$ cat src/rtl/bitsense_pkg.sv
package bitsense_pkg;
  localparam int EN_W    = 6;
  localparam int EN_MEM  = 0;
  localparam int EN_OR2  = 1;
  localparam int EN_AND2 = 2;
  localparam int EN_MAJ  = 3;
  localparam int EN_OR3  = 4;
  localparam int EN_AND3 = 5;

  typedef enum logic [2:0] {
    OP_READ, OP_OR2, OP_AND2, OP_XOR2, OP_MAJ, OP_OR3, OP_AND3, OP_ADD
  } senseOp_e;

  typedef struct packed {
    logic     capture;
    logic     reject;
    senseOp_e op;
  } senseCmd_t;
endpackage

$ cat src/rtl/senseCtrl.sv
module senseCtrl
  import bitsense_pkg::*;
#(
  parameter int ROW_AW = 4
) (
  input  logic                senseStrobe,
  input  logic [EN_W-1:0]     refEn,
  input  logic [1:0]          rowCount,
  input  logic [ROW_AW-1:0]   rowSelA,
  input  logic [ROW_AW-1:0]   rowSelB,
  input  logic [ROW_AW-1:0]   rowSelC,
  output senseCmd_t           cmd
);
  senseOp_e opSel;
  logic [1:0] needRows;
  logic known;
  logic dupRow;
  logic legal;

  always_comb begin
    opSel    = OP_READ;
    needRows = 2'd1;
    known    = 1'b1;
    unique case (refEn)
      6'b000001: begin opSel = OP_READ; needRows = 2'd1; end
      6'b000010: begin opSel = OP_OR2;  needRows = 2'd2; end
      6'b000100: begin opSel = OP_AND2; needRows = 2'd2; end
      6'b000110: begin opSel = OP_XOR2; needRows = 2'd2; end
      6'b001000: begin opSel = OP_MAJ;  needRows = 2'd3; end
      6'b010000: begin opSel = OP_OR3;  needRows = 2'd3; end
      6'b100000: begin opSel = OP_AND3; needRows = 2'd3; end
      6'b111000: begin opSel = OP_ADD;  needRows = 2'd3; end
      default:   known = 1'b0;
    endcase
  end

  always_comb begin
    dupRow = 1'b0;
    if (needRows >= 2'd2 && rowSelA == rowSelB) dupRow = 1'b1;
    if (needRows == 2'd3 && (rowSelA == rowSelC || rowSelB == rowSelC)) dupRow = 1'b1;
  end

  assign legal       = known && (rowCount == needRows) && !dupRow;
  assign cmd.capture = senseStrobe && legal;
  assign cmd.reject  = senseStrobe && !legal;
  assign cmd.op      = opSel;
endmodule

$ cat src/rtl/senseDatapath.sv
module senseDatapath
  import bitsense_pkg::*;
#(
  parameter int NUM_COLS = 8,
  parameter int NUM_ROWS = 16,
  localparam int ROW_AW  = $clog2(NUM_ROWS)
) (
  input  logic                clk,
  input  logic                rstN,
  input  senseCmd_t           cmd,
  input  logic [ROW_AW-1:0]   rowSelA,
  input  logic [ROW_AW-1:0]   rowSelB,
  input  logic [ROW_AW-1:0]   rowSelC,
  input  logic                wrEn,
  input  logic [ROW_AW-1:0]   wrRow,
  input  logic [NUM_COLS-1:0] wrData,
  output logic [NUM_COLS-1:0] outTrue,
  output logic [NUM_COLS-1:0] outComp,
  output logic [NUM_COLS-1:0] carryOut,
  output logic                errFlag
);
  logic [NUM_COLS-1:0] cellRows [NUM_ROWS];
  logic [NUM_COLS-1:0] bitA, bitB, bitC;
  logic [NUM_COLS-1:0] colRes, colCarry;

  always_ff @(posedge clk) begin
    if (!rstN) begin
      for (int r = 0; r < NUM_ROWS; r++) cellRows[r] <= '0;
    end else if (wrEn) begin
      cellRows[wrRow] <= wrData;
    end
  end

  assign bitA = cellRows[rowSelA];
  assign bitB = cellRows[rowSelB];
  assign bitC = cellRows[rowSelC];

  for (genvar col = 0; col < NUM_COLS; col++) begin : g_col
    logic a, b, c, majV, sumV;
    assign a    = bitA[col];
    assign b    = bitB[col];
    assign c    = bitC[col];
    assign majV = (a & b) | (a & c) | (b & c);
    // inverted majority, corrected at the two extreme patterns
    always_comb begin
      if (a & b & c)          sumV = 1'b1;
      else if (!(a | b | c))  sumV = 1'b0;
      else                    sumV = ~majV;
    end
    always_comb begin
      colCarry[col] = 1'b0;
      unique case (cmd.op)
        OP_READ: colRes[col] = a;
        OP_OR2:  colRes[col] = a | b;
        OP_AND2: colRes[col] = a & b;
        OP_XOR2: colRes[col] = (a | b) & ~(a & b);
        OP_MAJ:  colRes[col] = majV;
        OP_OR3:  colRes[col] = a | b | c;
        OP_AND3: colRes[col] = a & b & c;
        OP_ADD: begin
          colRes[col]   = sumV;
          colCarry[col] = majV;
        end
        default: colRes[col] = a;
      endcase
    end
  end

  always_ff @(posedge clk) begin
    if (!rstN) begin
      outTrue  <= '0;
      outComp  <= '1;
      carryOut <= '0;
      errFlag  <= 1'b0;
    end else if (cmd.capture) begin
      outTrue  <= colRes;
      outComp  <= ~colRes;
      carryOut <= colCarry;
      errFlag  <= 1'b0;
    end else if (cmd.reject) begin
      errFlag  <= 1'b1;
    end
  end
endmodule

$ cat src/rtl/bitLineSenseArray.sv
module bitLineSenseArray
  import bitsense_pkg::*;
#(
  parameter int NUM_COLS = 8,
  parameter int NUM_ROWS = 16,
  localparam int ROW_AW  = $clog2(NUM_ROWS)
) (
  input  logic                clk,
  input  logic                rstN,
  input  logic                senseStrobe,
  input  logic [5:0]          refEn,
  input  logic [1:0]          rowCount,
  input  logic [ROW_AW-1:0]   rowSelA,
  input  logic [ROW_AW-1:0]   rowSelB,
  input  logic [ROW_AW-1:0]   rowSelC,
  input  logic                wrEn,
  input  logic [ROW_AW-1:0]   wrRow,
  input  logic [NUM_COLS-1:0] wrData,
  output logic [NUM_COLS-1:0] outTrue,
  output logic [NUM_COLS-1:0] outComp,
  output logic [NUM_COLS-1:0] carryOut,
  output logic                errFlag
);
  senseCmd_t cmd;

  senseCtrl #(.ROW_AW(ROW_AW)) ctrlInst (
    .senseStrobe(senseStrobe), .refEn(refEn), .rowCount(rowCount),
    .rowSelA(rowSelA), .rowSelB(rowSelB), .rowSelC(rowSelC), .cmd(cmd)
  );

  senseDatapath #(.NUM_COLS(NUM_COLS), .NUM_ROWS(NUM_ROWS)) dpInst (
    .clk(clk), .rstN(rstN), .cmd(cmd),
    .rowSelA(rowSelA), .rowSelB(rowSelB), .rowSelC(rowSelC),
    .wrEn(wrEn), .wrRow(wrRow), .wrData(wrData),
    .outTrue(outTrue), .outComp(outComp), .carryOut(carryOut), .errFlag(errFlag)
  );
endmodule

$ cat config.mk
export PLATFORM = sky130hd
export DESIGN_NAME = bitLineSenseArray
export DESIGN_NICKNAME = d
export VERILOG_FILES = /design/src/rtl/bitsense_pkg.sv /design/src/rtl/senseCtrl.sv /design/src/rtl/senseDatapath.sv /design/src/rtl/bitLineSenseArray.sv
export SDC_FILE = /design/constraint.sdc
export NUM_CORES = 1
export LEC_CHECK = 0
export ABC_AREA = 1
export BUFFER_PORTS_ARGS = -buffer_cell sky130_fd_sc_hd__buf_2
export CAP_MARGIN = 5
export CORE_AREA = 3 3 192 194
export DETAILED_ROUTE_END_ITERATION = 10
export DIE_AREA = 0 0 195 197
export HOLD_SLACK_MARGIN = 0.03
export RECOVER_POWER = 50
export SKIP_CTS_REPAIR_TIMING = 1
export SYNTH_ARGS = -nofsm -noshare
export SYNTH_HDL_FRONTEND = slang
export SYNTH_SLANG_ARGS = --single-unit
$ cat constraint.sdc
create_clock -name clk -period 6.9 [get_ports clk]
set_input_delay 0.69 -clock clk [delete_from_list [all_inputs] [get_ports clk]]
set_output_delay 0.69 -clock clk [all_outputs]
set_load 0.02 [all_outputs]
==> metrics.md <==
| Metric | Value |
|---|---|
| Run status | complete, but fails checks |
| Failing checks | capacitance limit, slew limit |
| Crit path time final | 4610 ps |
| Row count | slightly below 70 |
| Unrepaired setup endpoints after global routing | no |
| CP max stage cell | clkbuf_1 |
| Post-DP HPWL | ~27 mm |
| Primary FF master, synth | edfxtp_1 |
| Ys async rst share | 0 |
| Leak pwr | a little under 5 nW |
| Port bufs | 60 |
| Worst setup EP type | flip-flop |
| Synthesized netlist cell count | ~1,400 |
| CTS H-tree lvls | 4 |
| Peak Freq | roughly 220 MHz |
| Worst EP arrival | approximately 4700 ps |
| Net Switching | roughly 0.79 mW |
| Pin count of the biggest net entering global routing | 95 |
| First-pass iteration count of the detailed router | 6 |
| Hold Crit Class | flip-flop to flip-flop |
| Fin nets | around 1,500 |
| DRC Markers | 0 |
| CP startpoint kind | input port |
| Setup violators final | 0 |
| Cell Count, Final, Fillers Out | around 1,900 |
| Number of distinct library cells after synthesis | 40 |
| CTS Buf Count | 17 |
| Gr usage total | 0.195 |
| Clk buf depth | 2 |
| Worst VDD drop | 0.0997 mV |
| Vias in the first global route | around 9,600 |
| Final core area utilization | 0.328 |
| Seq/Total Area, Yosys | 0.410 |
| Root buffer cell | clkbuf_16 |
| Clock power share | 0.377 |
| Seq cells post-synth | approximately 150 |
| CTS sink cnt | ~150 |
| Placed instance count | 1,863 |
| Drt wl/cell | roughly 20 um |
| Number of antenna violations at the first check in global routing | 0 |
| Max_slew headroom | -0.675 |
| Cell taking the most area after synthesis | edfxtp_1 |
| Core Box Area | roughly 0.035 mm2 |
| Fin. max-slew vios | 43 |
| DRT iter0 DRCs | ~1,400 |
| Placement Cell Area | ~0.011 mm2 |
| Io pins | 61 |
| Commonest non-fill, non-tap cell in the layout | nand2_1 |
| Syn_nets | 1,485 |
| Die height | roughly 200 um |
| Top post-synthesis cells by area | edfxtp_1, nand3_1, nand2_1, nor2_1, o21ai_0 |
| Clk slew on worst S/H paths | about 70 ps |
| Final Wtd Congestion | between 0.9 and 1 |
| Initial core utilization | 0.299 |
| Most frequent CP cell | nand2_1 |
| Setup_tns | 0 ps |
| MaxCap Viol Count | 1 |
| Area growth, synth to finish | 9.76% |
| Most frequent cells in the layout | nand2_1, nand3_1, nor2_1 |
| Clock Skews | 13.3 ps |
| Post-DRT Antenna Nets | 0 |
| Fill cells | 3,772 |
| Grt ovf | 0 |
| DIE WIDTH | around 200 um |
| Fin area | about 0.012 mm2 |
| Worst path cell trace | buf_2 > clkbuf_1 > nand2_1 > nor3_1 > nand2_1 > nand2_1 |
| Die area | 0.0384 mm2 |
| Crit Path Max Fanout | 42 |
| Antenna cells | 0 |
| Switching Fraction | 0.319 |
| CP bufs+invs | 2 |
| EDFF count, synth | between 100 and 150 |
| Critical path class | input port to flip-flop |
| Worst-Skew Late Latency | 440 ps |
| Worst-Margin Slew | about 2500 ps |
| Crit path largest cell delay | around 1800 ps |
| Final WL | roughly 38 mm |
| P_int | between 1.5 and 2 mW |
| FF+latch area | between 0.004 and 0.005 mm2 |
| Mapped Avg Cell Area | 7.43 um2 |
| Power Dens Cells | 212 mW/mm2 |
| Worst endpoint required time | about 7000 ps |
| Layout cells sized above 1 | 0.0823 |
| Syn. warnings | 0 |
| Mapped cell area | about 0.011 mm2 |
| Multi-input logic area | around 0.0053 mm2 |
| Global-route wire length before repair | ~58 mm |
| Final hold violation count | 0 |
| Routed vias/inst | between 5 and 6 |
| Vias after detailed routing | approximately 10,000 |
| CTS tree | built |
| Final period utilization | 0.668 |
| Sequential power share | 0.439 |
| Critical path's top delay family | simple AND/OR/NAND/NOR gates |
| Comb pwr share | 0.184 |
| Top-area cell type share of the netlist area | 0.363 |
[final timing paths]
path,start,endpoint,slack [ps],depth (start not counted)
worst min-delay path,dpInst.carryOut[6],dpInst.carryOut[6],460,2
worst max register to register,dpInst.cellRows[2][2],dpInst.outComp[2],4410,14
worst max-delay path,rstN,dpInst.cellRows[7][4],2290,6
worst min register to register,dpInst.carryOut[6],dpInst.carryOut[6],460,2
[stage by stage]
step                      setup slack, ps  hold slack [ps]  power [mW]
after detailed placement             3150              448        1.55
after CTS                            3570              460        2.46
after floorplan                      4210              531        1.40
final                                2290              462        2.47
after global routing                 2040              474        2.56
after global placement               3190              443        1.54
[cell usage after synthesis, types with 3 or more instances]
cell / n
buf_4: 4
or2_0: 3
dfxtp_1: 25
nand2_2: 14
buf_2: 27
buf_6: 5
inv_1: 135
clkbuf_1: 44
a21oi_1: 95
nand4_1: 17
nand2_1: 262
o211ai_1: 62
nor3_1: 5
nor2_2: 9
nand2_8: 3
buf_1: 9
nor2_1: 186
ha_1: 16
or2_1: 14
nand3_1: 200
o221ai_1: 5
o21ai_0: 110
fa_1: 8
o21ai_1: 7
nor2_4: 3
edfxtp_1: 128
inv_2: 7
nand3_2: 5
[cells by family (layout without fill, tap and decap cells)]
| family | count (synthesis) | after routing | share of synthesized area |
|---|---|---|---|
| and+or+nand+nor | 726 | 726 | 0.308 |
| xor gates and xnor gates | 4 | 4 | 0.00331 |
| DFF | 153 | 153 | 0.410 |
| adders and majority gates | 24 | 24 | 0.0340 |
| AOI/OAI and AO/OA | 283 | 283 | 0.152 |
| buffers and inverters | 235 | 244 | 0.0924 |
[state kept, by name, summed over array words and instances (netlist names)]
register	count
dpInst.errFlag	1
dpInst.carryOut	8
dpInst.outTrue	8
dpInst.cellRows	128
dpInst.outComp	8
[layout make-up]
| cell class | count | share of cell area |
|---|---|---|
| clock buffer | 18 | 0.0369 |
| multi-input combinational | 1037 | 0.453 |
| sequential | 153 | 0.374 |
| clock inverter | 14 | 0.0116 |
| timing repair buffer | 66 | 0.0269 |
| inverter | 146 | 0.0480 |
| tap | 461 | 0.0496 |
[power by group through the flow]
stage	sequential (mW)	clock, mW	combinational (mW)
after floorplan	1.09	0	0.310
after global placement	1.10	0	0.442
after detailed placement	1.10	0	0.447
after CTS	1.08	0.934	0.449
after global routing	1.09	0.974	0.503
final	1.08	0.931	0.455
[tightest hold or removal path, stage by stage (launching register included)]
cell     delay [ps]
dfxtp_1         320
nand2_2          60
nand2_1          40
[layer usage]
metal	vias to the layer above	part of all wire	GRT usage	wire length (um)
li1	4809	-	-	-
met1	4869	0.43	0.272	16500
met2	595	0.43	0.297	16500
met3	99	0.098	0.0390	3750
met4	0	0.039	0.0774	1480
met5	-	0	0	0
Power figures use the tool's default switching activity.
